[config.mk]
export PLATFORM = sky130hd
export DESIGN_NAME = snoopdir
export DESIGN_NICKNAME = d
export VERILOG_FILES = /design/src/rtl/snoopdir_pkg.sv /design/src/rtl/snoopdir_ctrl.sv /design/src/rtl/snoopdir_dp.sv /design/src/rtl/snoopdir.sv
export SDC_FILE = /design/constraint.sdc
export NUM_CORES = 1
export LEC_CHECK = 0
export BUFFER_PORTS_ARGS = -buffer_cell sky130_fd_sc_hd__buf_2
export CAP_MARGIN = 20
export CORE_ASPECT_RATIO = 0.6
export CORE_UTILIZATION = 35
export CTS_BUF_LIST = sky130_fd_sc_hd__clkbuf_4
export DETAILED_ROUTE_END_ITERATION = 16
export PLACE_DENSITY_LB_ADDON = 0.05
export SLEW_MARGIN = 10
export SYNTH_ARGS = -nofsm -noshare
export SYNTH_HDL_FRONTEND = slang
export SYNTH_SLANG_ARGS = --single-unit
[constraint.sdc]
create_clock -name clk -period 10.2 [get_ports clk]
set_clock_uncertainty 0.15 [all_clocks]
set_input_delay 1.02 -clock clk [delete_from_list [all_inputs] [get_ports clk]]
set_output_delay 1.02 -clock clk [all_outputs]
set_load 0.01 [all_outputs]
[src/rtl/snoopdir_pkg.sv]
package snoopdir_pkg;

  typedef enum logic [1:0] {
    OP_READ    = 2'd0,
    OP_WRITE   = 2'd1,
    OP_UPGRADE = 2'd2,
    OP_EVICT   = 2'd3
  } opE;

  typedef enum logic [1:0] {
    ST_INV = 2'd0,
    ST_SHR = 2'd1,
    ST_MOD = 2'd2
  } stE;

  typedef enum logic [2:0] {
    RK_GRANT_S = 3'd0,
    RK_GRANT_M = 3'd1,
    RK_FWD_RD  = 3'd2,
    RK_FWD_WR  = 3'd3,
    RK_DONE    = 3'd4
  } rkE;

  // control-to-datapath strobes
  typedef struct packed {
    logic latchReq;
    logic lookupCommit;
    logic ackCommit;
  } strobeT;

endpackage

[src/rtl/snoopdir_ctrl.sv]
module snoopdir_ctrl
  import snoopdir_pkg::*;
(
  input  logic   clk,
  input  logic   rstN,
  input  logic   reqValid,
  input  logic   needFwd,
  input  logic   ackValid,
  output strobeT strobe,
  output logic   busy
);

  typedef enum logic [1:0] {S_IDLE, S_LOOK, S_WAIT} fsmE;
  fsmE cur, nxt;

  always_ff @(posedge clk) begin
    if (!rstN) cur <= S_IDLE;
    else       cur <= nxt;
  end

  always_comb begin
    strobe = '0;
    nxt    = cur;
    unique case (cur)
      S_IDLE: if (reqValid) begin
        strobe.latchReq = 1'b1;
        nxt = S_LOOK;
      end
      S_LOOK: begin
        strobe.lookupCommit = 1'b1;
        nxt = needFwd ? S_WAIT : S_IDLE;
      end
      S_WAIT: if (ackValid) begin
        strobe.ackCommit = 1'b1;
        nxt = S_IDLE;
      end
      default: nxt = S_IDLE;
    endcase
  end

  assign busy = (cur != S_IDLE);

endmodule

[src/rtl/snoopdir_dp.sv]
module snoopdir_dp
  import snoopdir_pkg::*;
#(
  parameter int NUM_CORES = 4,
  parameter int ADDR_W    = 10,
  parameter int INDEX_W   = 3,
  localparam int CORE_W   = $clog2(NUM_CORES)
)(
  input  logic                 clk,
  input  logic                 rstN,
  input  strobeT               strobe,
  input  logic [CORE_W-1:0]    reqCore,
  input  logic [1:0]           reqOp,
  input  logic [ADDR_W-1:0]    reqAddr,
  output logic                 needFwd,
  output logic                 rspValid,
  output logic [2:0]           rspKind,
  output logic [CORE_W-1:0]    rspCore,
  output logic [NUM_CORES-1:0] rspDest,
  output logic [NUM_CORES-1:0] rspVictim
);

  localparam int TAG_W = ADDR_W - INDEX_W;
  localparam int DEPTH = 1 << INDEX_W;

  logic [TAG_W-1:0]     tagArr  [DEPTH];
  stE                   stArr   [DEPTH];
  logic [NUM_CORES-1:0] presArr [DEPTH];

  // latched request
  logic [CORE_W-1:0] qCore;
  opE                qOp;
  logic [ADDR_W-1:0] qAddr;

  always_ff @(posedge clk) begin
    if (!rstN) begin
      qCore <= '0;
      qOp   <= OP_READ;
      qAddr <= '0;
    end else if (strobe.latchReq) begin
      qCore <= reqCore;
      qOp   <= opE'(reqOp);
      qAddr <= reqAddr;
    end
  end

  logic [INDEX_W-1:0]   qIdx;
  logic [TAG_W-1:0]     qTag;
  stE                   eSt, curSt, newSt;
  logic [NUM_CORES-1:0] ePres, curPres, newPres, reqBit, others;
  logic [NUM_CORES-1:0] destC, victimC;
  logic                 live, hit, ownerElse, wrNow, fwdC;
  rkE                   kindC;

  assign qIdx    = qAddr[INDEX_W-1:0];
  assign qTag    = qAddr[ADDR_W-1:INDEX_W];
  assign eSt     = stArr[qIdx];
  assign ePres   = presArr[qIdx];
  assign live    = (eSt != ST_INV);
  assign hit     = live && (tagArr[qIdx] == qTag);
  assign curSt   = hit ? eSt : ST_INV;
  assign curPres = hit ? ePres : '0;
  assign reqBit  = NUM_CORES'(1) << qCore;
  assign others  = curPres & ~reqBit;
  assign ownerElse = (curSt == ST_MOD) && !curPres[qCore];

  always_comb begin
    kindC   = RK_DONE;
    destC   = '0;
    victimC = '0;
    wrNow   = 1'b0;
    fwdC    = 1'b0;
    newSt   = curSt;
    newPres = curPres;
    unique case (qOp)
      OP_EVICT: begin
        if (hit) begin
          wrNow   = 1'b1;
          newPres = curPres & ~reqBit;
          newSt   = (newPres == '0) ? ST_INV : curSt;
        end
      end
      OP_READ: begin
        victimC = (live && !hit) ? ePres : '0;
        if (ownerElse) begin
          kindC   = RK_FWD_RD;
          destC   = curPres;
          fwdC    = 1'b1;
          newSt   = ST_SHR;
          newPres = curPres | reqBit;
        end else if (curSt == ST_MOD) begin
          kindC = RK_GRANT_M;
        end else begin
          kindC   = RK_GRANT_S;
          wrNow   = 1'b1;
          newSt   = ST_SHR;
          newPres = curPres | reqBit;
        end
      end
      default: begin
        victimC = (live && !hit) ? ePres : '0;
        newSt   = ST_MOD;
        newPres = reqBit;
        if (ownerElse) begin
          kindC = RK_FWD_WR;
          destC = curPres;
          fwdC  = 1'b1;
        end else begin
          kindC = RK_GRANT_M;
          destC = others;
          wrNow = 1'b1;
        end
      end
    endcase
  end

  assign needFwd = fwdC;

  // update held until the owner acknowledges
  stE                   pendSt;
  logic [NUM_CORES-1:0] pendPres;

  always_ff @(posedge clk) begin
    if (!rstN) begin
      pendSt   <= ST_INV;
      pendPres <= '0;
    end else if (strobe.lookupCommit) begin
      pendSt   <= newSt;
      pendPres <= newPres;
    end
  end

  for (genvar i = 0; i < DEPTH; i++) begin : g_entry
    logic selI;
    assign selI = (qIdx == INDEX_W'(i));
    always_ff @(posedge clk) begin
      if (!rstN) begin
        tagArr[i]  <= '0;
        stArr[i]   <= ST_INV;
        presArr[i] <= '0;
      end else if (selI && strobe.lookupCommit && wrNow) begin
        tagArr[i]  <= qTag;
        stArr[i]   <= newSt;
        presArr[i] <= newPres;
      end else if (selI && strobe.ackCommit) begin
        tagArr[i]  <= qTag;
        stArr[i]   <= pendSt;
        presArr[i] <= pendPres;
      end
    end
  end

  always_ff @(posedge clk) begin
    if (!rstN) begin
      rspValid  <= 1'b0;
      rspKind   <= '0;
      rspCore   <= '0;
      rspDest   <= '0;
      rspVictim <= '0;
    end else begin
      rspValid <= strobe.lookupCommit;
      if (strobe.lookupCommit) begin
        rspKind   <= kindC;
        rspCore   <= qCore;
        rspDest   <= destC;
        rspVictim <= victimC;
      end
    end
  end

endmodule

[src/rtl/snoopdir.sv]
module snoopdir
  import snoopdir_pkg::*;
#(
  parameter int NUM_CORES = 4,
  parameter int ADDR_W    = 10,
  parameter int INDEX_W   = 3,
  localparam int CORE_W   = $clog2(NUM_CORES)
)(
  input  logic                 clk,
  input  logic                 rstN,
  input  logic                 reqValid,
  input  logic [CORE_W-1:0]    reqCore,
  input  logic [1:0]           reqOp,
  input  logic [ADDR_W-1:0]    reqAddr,
  input  logic                 ackValid,
  output logic                 busy,
  output logic                 rspValid,
  output logic [2:0]           rspKind,
  output logic [CORE_W-1:0]    rspCore,
  output logic [NUM_CORES-1:0] rspDest,
  output logic [NUM_CORES-1:0] rspVictim
);

  strobeT strobe;
  logic   needFwd;

  snoopdir_ctrl ctrl_i (
    .clk(clk), .rstN(rstN), .reqValid(reqValid), .needFwd(needFwd),
    .ackValid(ackValid), .strobe(strobe), .busy(busy)
  );

  snoopdir_dp #(.NUM_CORES(NUM_CORES), .ADDR_W(ADDR_W), .INDEX_W(INDEX_W)) dp_i (
    .clk(clk), .rstN(rstN), .strobe(strobe), .reqCore(reqCore), .reqOp(reqOp),
    .reqAddr(reqAddr), .needFwd(needFwd), .rspValid(rspValid), .rspKind(rspKind),
    .rspCore(rspCore), .rspDest(rspDest), .rspVictim(rspVictim)
  );

endmodule

==> key figures <==
Status
  • Result of the run: finished, violations left
  • Violations in the final reports: DRC

Yosys
  • Unique masters post-synth: 53
  • Count of state elements after synthesis: between 100 and 150
  • Number of enable-type register cells in the synthesized netlist: roughly 100
  • Number of nets in the synthesized netlist: a little under 600
  • Syn Area/Cell: 11.8 µm²
  • Share of synthesized flip-flops with an asynchronous set or reset: 0
  • Post-synthesis share of cell area spent on xor and xnor gates: 0.00513
  • Post-Synthesis Cell Area: 6820 µm²
  • YS warnings: 0
  • Combinational family with the most area after synthesis: simple AND/OR/NAND/NOR gates
  • Mux contribution to synthesized area: 0.103
  • Sequential cell area fraction in the yosys report: 0.572
  • Prevailing post-synth register cell: edfxtp_1
  • Simple-gate share of the synthesized area: 0.150
  • Syn Inst Count: roughly 580
  • Synthesized-area fraction occupied by adder cells: 0.00367
  • Complex-gate fraction of the synthesized area: 0.130

Global route
  • Largest net degree at the start of global routing: 48
  • First-pass GRT wire length: between 30,000 and 40,000 µm
  • Global route overflow: 0
  • Via count of the first global-routing pass: about 4,600
  • Number of antenna violations at the first check in global routing: 1
  • GRT Util Overall: 0.216

Die
  • Horizontal die dimension: 182 µm
  • Number of top-level pins: 33
  • Core outline area: approximately 19,000 µm²
  • Floorplan die area: 20,100 µm²
  • Floorplan die height: ~110 µm
  • Starting density of the core: 0.358
  • Site Rows: 39

Worst setup path
  • Maximum fanout along the worst path: 34
  • Critical Setup Path Class: reg2reg
  • Critical Path End Type: flip-flop
  • Arr. time, crit path: around 4.8 ns
  • Cell count of the worst reg-to-reg path: 10
  • Terminus of the critical flop-to-flop path: dp_i.stArr[4][1]
  • Timing endpoint of the critical path: dp_i.stArr[4][1]
  • CP required: between 10 and 15 ns
  • Crit start category: flip-flop
  • Flop-to-flop setup slack: between 5 and 6 ns

CTS
  • Largest buffer count on any clock path: 2
  • Count of buffers added by post-CTS timing repair for setup: 0
  • Clock network latency to the later pin of the worst-skew pair: between 0.5 and 0.6 ns
  • Number of clock sinks: 143
  • Number of gates resized after cts: 0
  • CTS Root Cell: clkbuf_4
  • Number of clock buffers inserted by TritonCTS: 17
  • Post-CTS Hold Buffers: 0
  • Number of H-tree levels: 4
  • Clock slew seen by the registers of the worst setup and hold paths: roughly 0.14 ns
  • Clock tree from TritonCTS: yes

Power and ir drop
  • P_sw: around 0.00035 W
  • Fraction of power consumed by combinational cells: 0.118
  • Switching part of the total: 0.301
  • Internal power consumption: roughly 0.00082 W
  • Leak: ~2.5 nW
  • Power per cell area: about 160 nW/µm²
  • Seq pwr share: 0.566
  • Peak VDD IR: ~71 µV
  • Clock power share: 0.316

Placed design
  • Final weighted congestion in routability-driven placement: 0.871
  • HPWL after detailed placement: ~14,000 µm
  • DP Area: 7260 µm²
  • Number of input and output port buffers inserted: 32

Final layout
  • Share of post-route cells with drive strength above 1: 0.201
  • Final cell area excluding filler cells: ~7500 µm²
  • Commonest non-fill, non-tap cell in the layout: nor2_1
  • Synthesis-to-finish area growth: 10.4%
  • Final Net Count: ~620
  • Highest-count cells in the layout ignoring fill and taps: nor2_1 (111), edfxtp_1 (104), nand2_1 (41), dfxtp_1 (38), buf_2 (32)

STA
  • WHS: 0.322 ns
  • Setup_tns: 0 ns
  • Final Max Slew Viols: 0
  • Final critical delay including setup and external delays: around 4.7 ns
  • Slew headroom: 0.209
  • RSZ-0062 raised after global routing: no
  • Tcrit/Tclk final: 0.463
  • Maximum frequency from static timing analysis: 212 MHz
  • Endpoints failing setup: 0
  • Measured slew at the worst slew-check pin: roughly 1.2 ns
  • Count of final hold-check violations: 0

Routing
  • Routed wirelength normalized by instance count: 23.2 µm
  • DRC violation count after routing: 1
  • Drt pass-1 iters: 13
  • Via density per instance: roughly 5.3
  • 1st-iter DRT viols: between 500 and 600
  • Vias: around 4,700
  • Routed WL: around 20,000 µm
  • Number of nets still failing antenna checks after routing: 0

Job
  • Max-capacitance violation count: 0

Hold path
  • Path class of the lowest-slack min-delay path: reg2reg
==> worst min-delay path by stage <==
stage                                 end       startpoint  slack (ns)  cells past startpoint
after floorplan             dp_i.qAddr[3]    dp_i.qAddr[3]        0.31                      2
after global placement    dp_i.rspCore[1]  dp_i.rspCore[1]        0.30                      2
after detailed placement  dp_i.rspCore[1]  dp_i.rspCore[1]        0.31                      2
after CTS                 dp_i.rspCore[1]  dp_i.rspCore[1]        0.32                      2
after global routing      dp_i.rspKind[2]  dp_i.rspKind[2]        0.36                      2
final                     dp_i.rspCore[1]  dp_i.rspCore[1]        0.32                      2
==> sequential cells by signal, summed over array words and instances (netlist names), 2 cells and up, named ones only <==
name            flops
ctrl_i.cur          2
dp_i.pendPres       4
dp_i.pendSt         2
dp_i.presArr       32
dp_i.qAddr         10
dp_i.qCore          2
dp_i.qOp            2
dp_i.rspCore        2
dp_i.rspDest        4
dp_i.rspKind        3
dp_i.rspVictim      4
dp_i.stArr         16
dp_i.tagArr        56
==> synth_stat cells, types with 4 or more instances <==
master / n / area share
o21ai_4: 4 / 0.0095
o21ai_0: 11 / 0.0081
edfxtp_1: 104 / 0.46
or3_1: 5 / 0.0046
clkbuf_1: 22 / 0.012
xnor2_1: 4 / 0.0051
nor3_1: 8 / 0.0059
nor2b_1: 13 / 0.012
nand3b_1: 4 / 0.0044
mux2i_1: 22 / 0.032
nand3_1: 12 / 0.0088
a31oi_1: 5 / 0.0046
and3_1: 4 / 0.0037
nand2b_1: 4 / 0.0037
a21boi_0: 17 / 0.019
a21oi_1: 7 / 0.0051
buf_1: 6 / 0.0033
dfxtp_1: 39 / 0.11
a22oi_1: 9 / 0.0099
buf_2: 5 / 0.0037
mux4_2: 20 / 0.066
nor2_1: 111 / 0.061
nand2_1: 41 / 0.023
o21ai_1: 5 / 0.0037
inv_1: 17 / 0.0094
a32o_1: 20 / 0.029
o31ai_1: 5 / 0.0055
nor3b_1: 7 / 0.0077
a22oi_2: 6 / 0.011
==> through the flow <==
stage               worst slack (ns)  utilization  power (W)  cells
floorplan                       6.17            -   0.000765    576
global placement                5.53        0.380   0.000816    851
detailed placement              5.47        0.380   0.000817    851
CTS                             5.43        0.395    0.00118    883
global route                    5.17        0.395    0.00122    884
finish                          5.48        0.395    0.00118    884
==> layout make-up <==
class	instances	area (µm²)
multi-input cells	377	2680
repair buffers	48	280
clock buffers	17	128
well taps	266	333
clock inverters	15	145
fillers	1854	11500
flip-flops and latches	143	3910
diodes	1	2.50
inverters	17	63.8
==> power by group through the flow <==
stage | clock, W | sequential [W] | combinational, W
after floorplan | 0 | 0.000666 | 0.0000987
after global placement | 0 | 0.000679 | 0.000137
after detailed placement | 0 | 0.000679 | 0.000138
after CTS | 0.000377 | 0.000667 | 0.000138
after global routing | 0.000398 | 0.000670 | 0.000151
final | 0.000373 | 0.000666 | 0.000139
==> kinds of logic after synthesis <==
logic type	count (synthesis)
xor gates and xnor gates	4
and+or+nand+nor	221
buffers and inverters	56
DFF	143
muxes	45
adders and majority gates	2
AOI/OAI and AO/OA	105
==> critical path, stage by stage, from the launching register on <==
cell and delay [ns]:
dfxtp_2 0.94, mux4_2 0.60, mux2i_1 0.19, xnor2_1 0.21, nand3_1 0.21, nor4b_4 0.51
a32oi_2 0.23, a21boi_4 0.18, buf_4 0.44, o21bai_4 0.18, nand2_1 0.50
==> metal layers <==
| metal | vias up | global-route usage | part of all wire |
|---|---|---|---|
| met5 | - | 0 | 0 |
| met4 | 0 | 0.0522 | 0.0058 |
| met3 | 8 | 0.0509 | 0.064 |
| met2 | 137 | 0.282 | 0.38 |
| met1 | 2372 | 0.346 | 0.55 |
| li1 | 2186 | - | - |
Power figures use the tool's default switching activity.
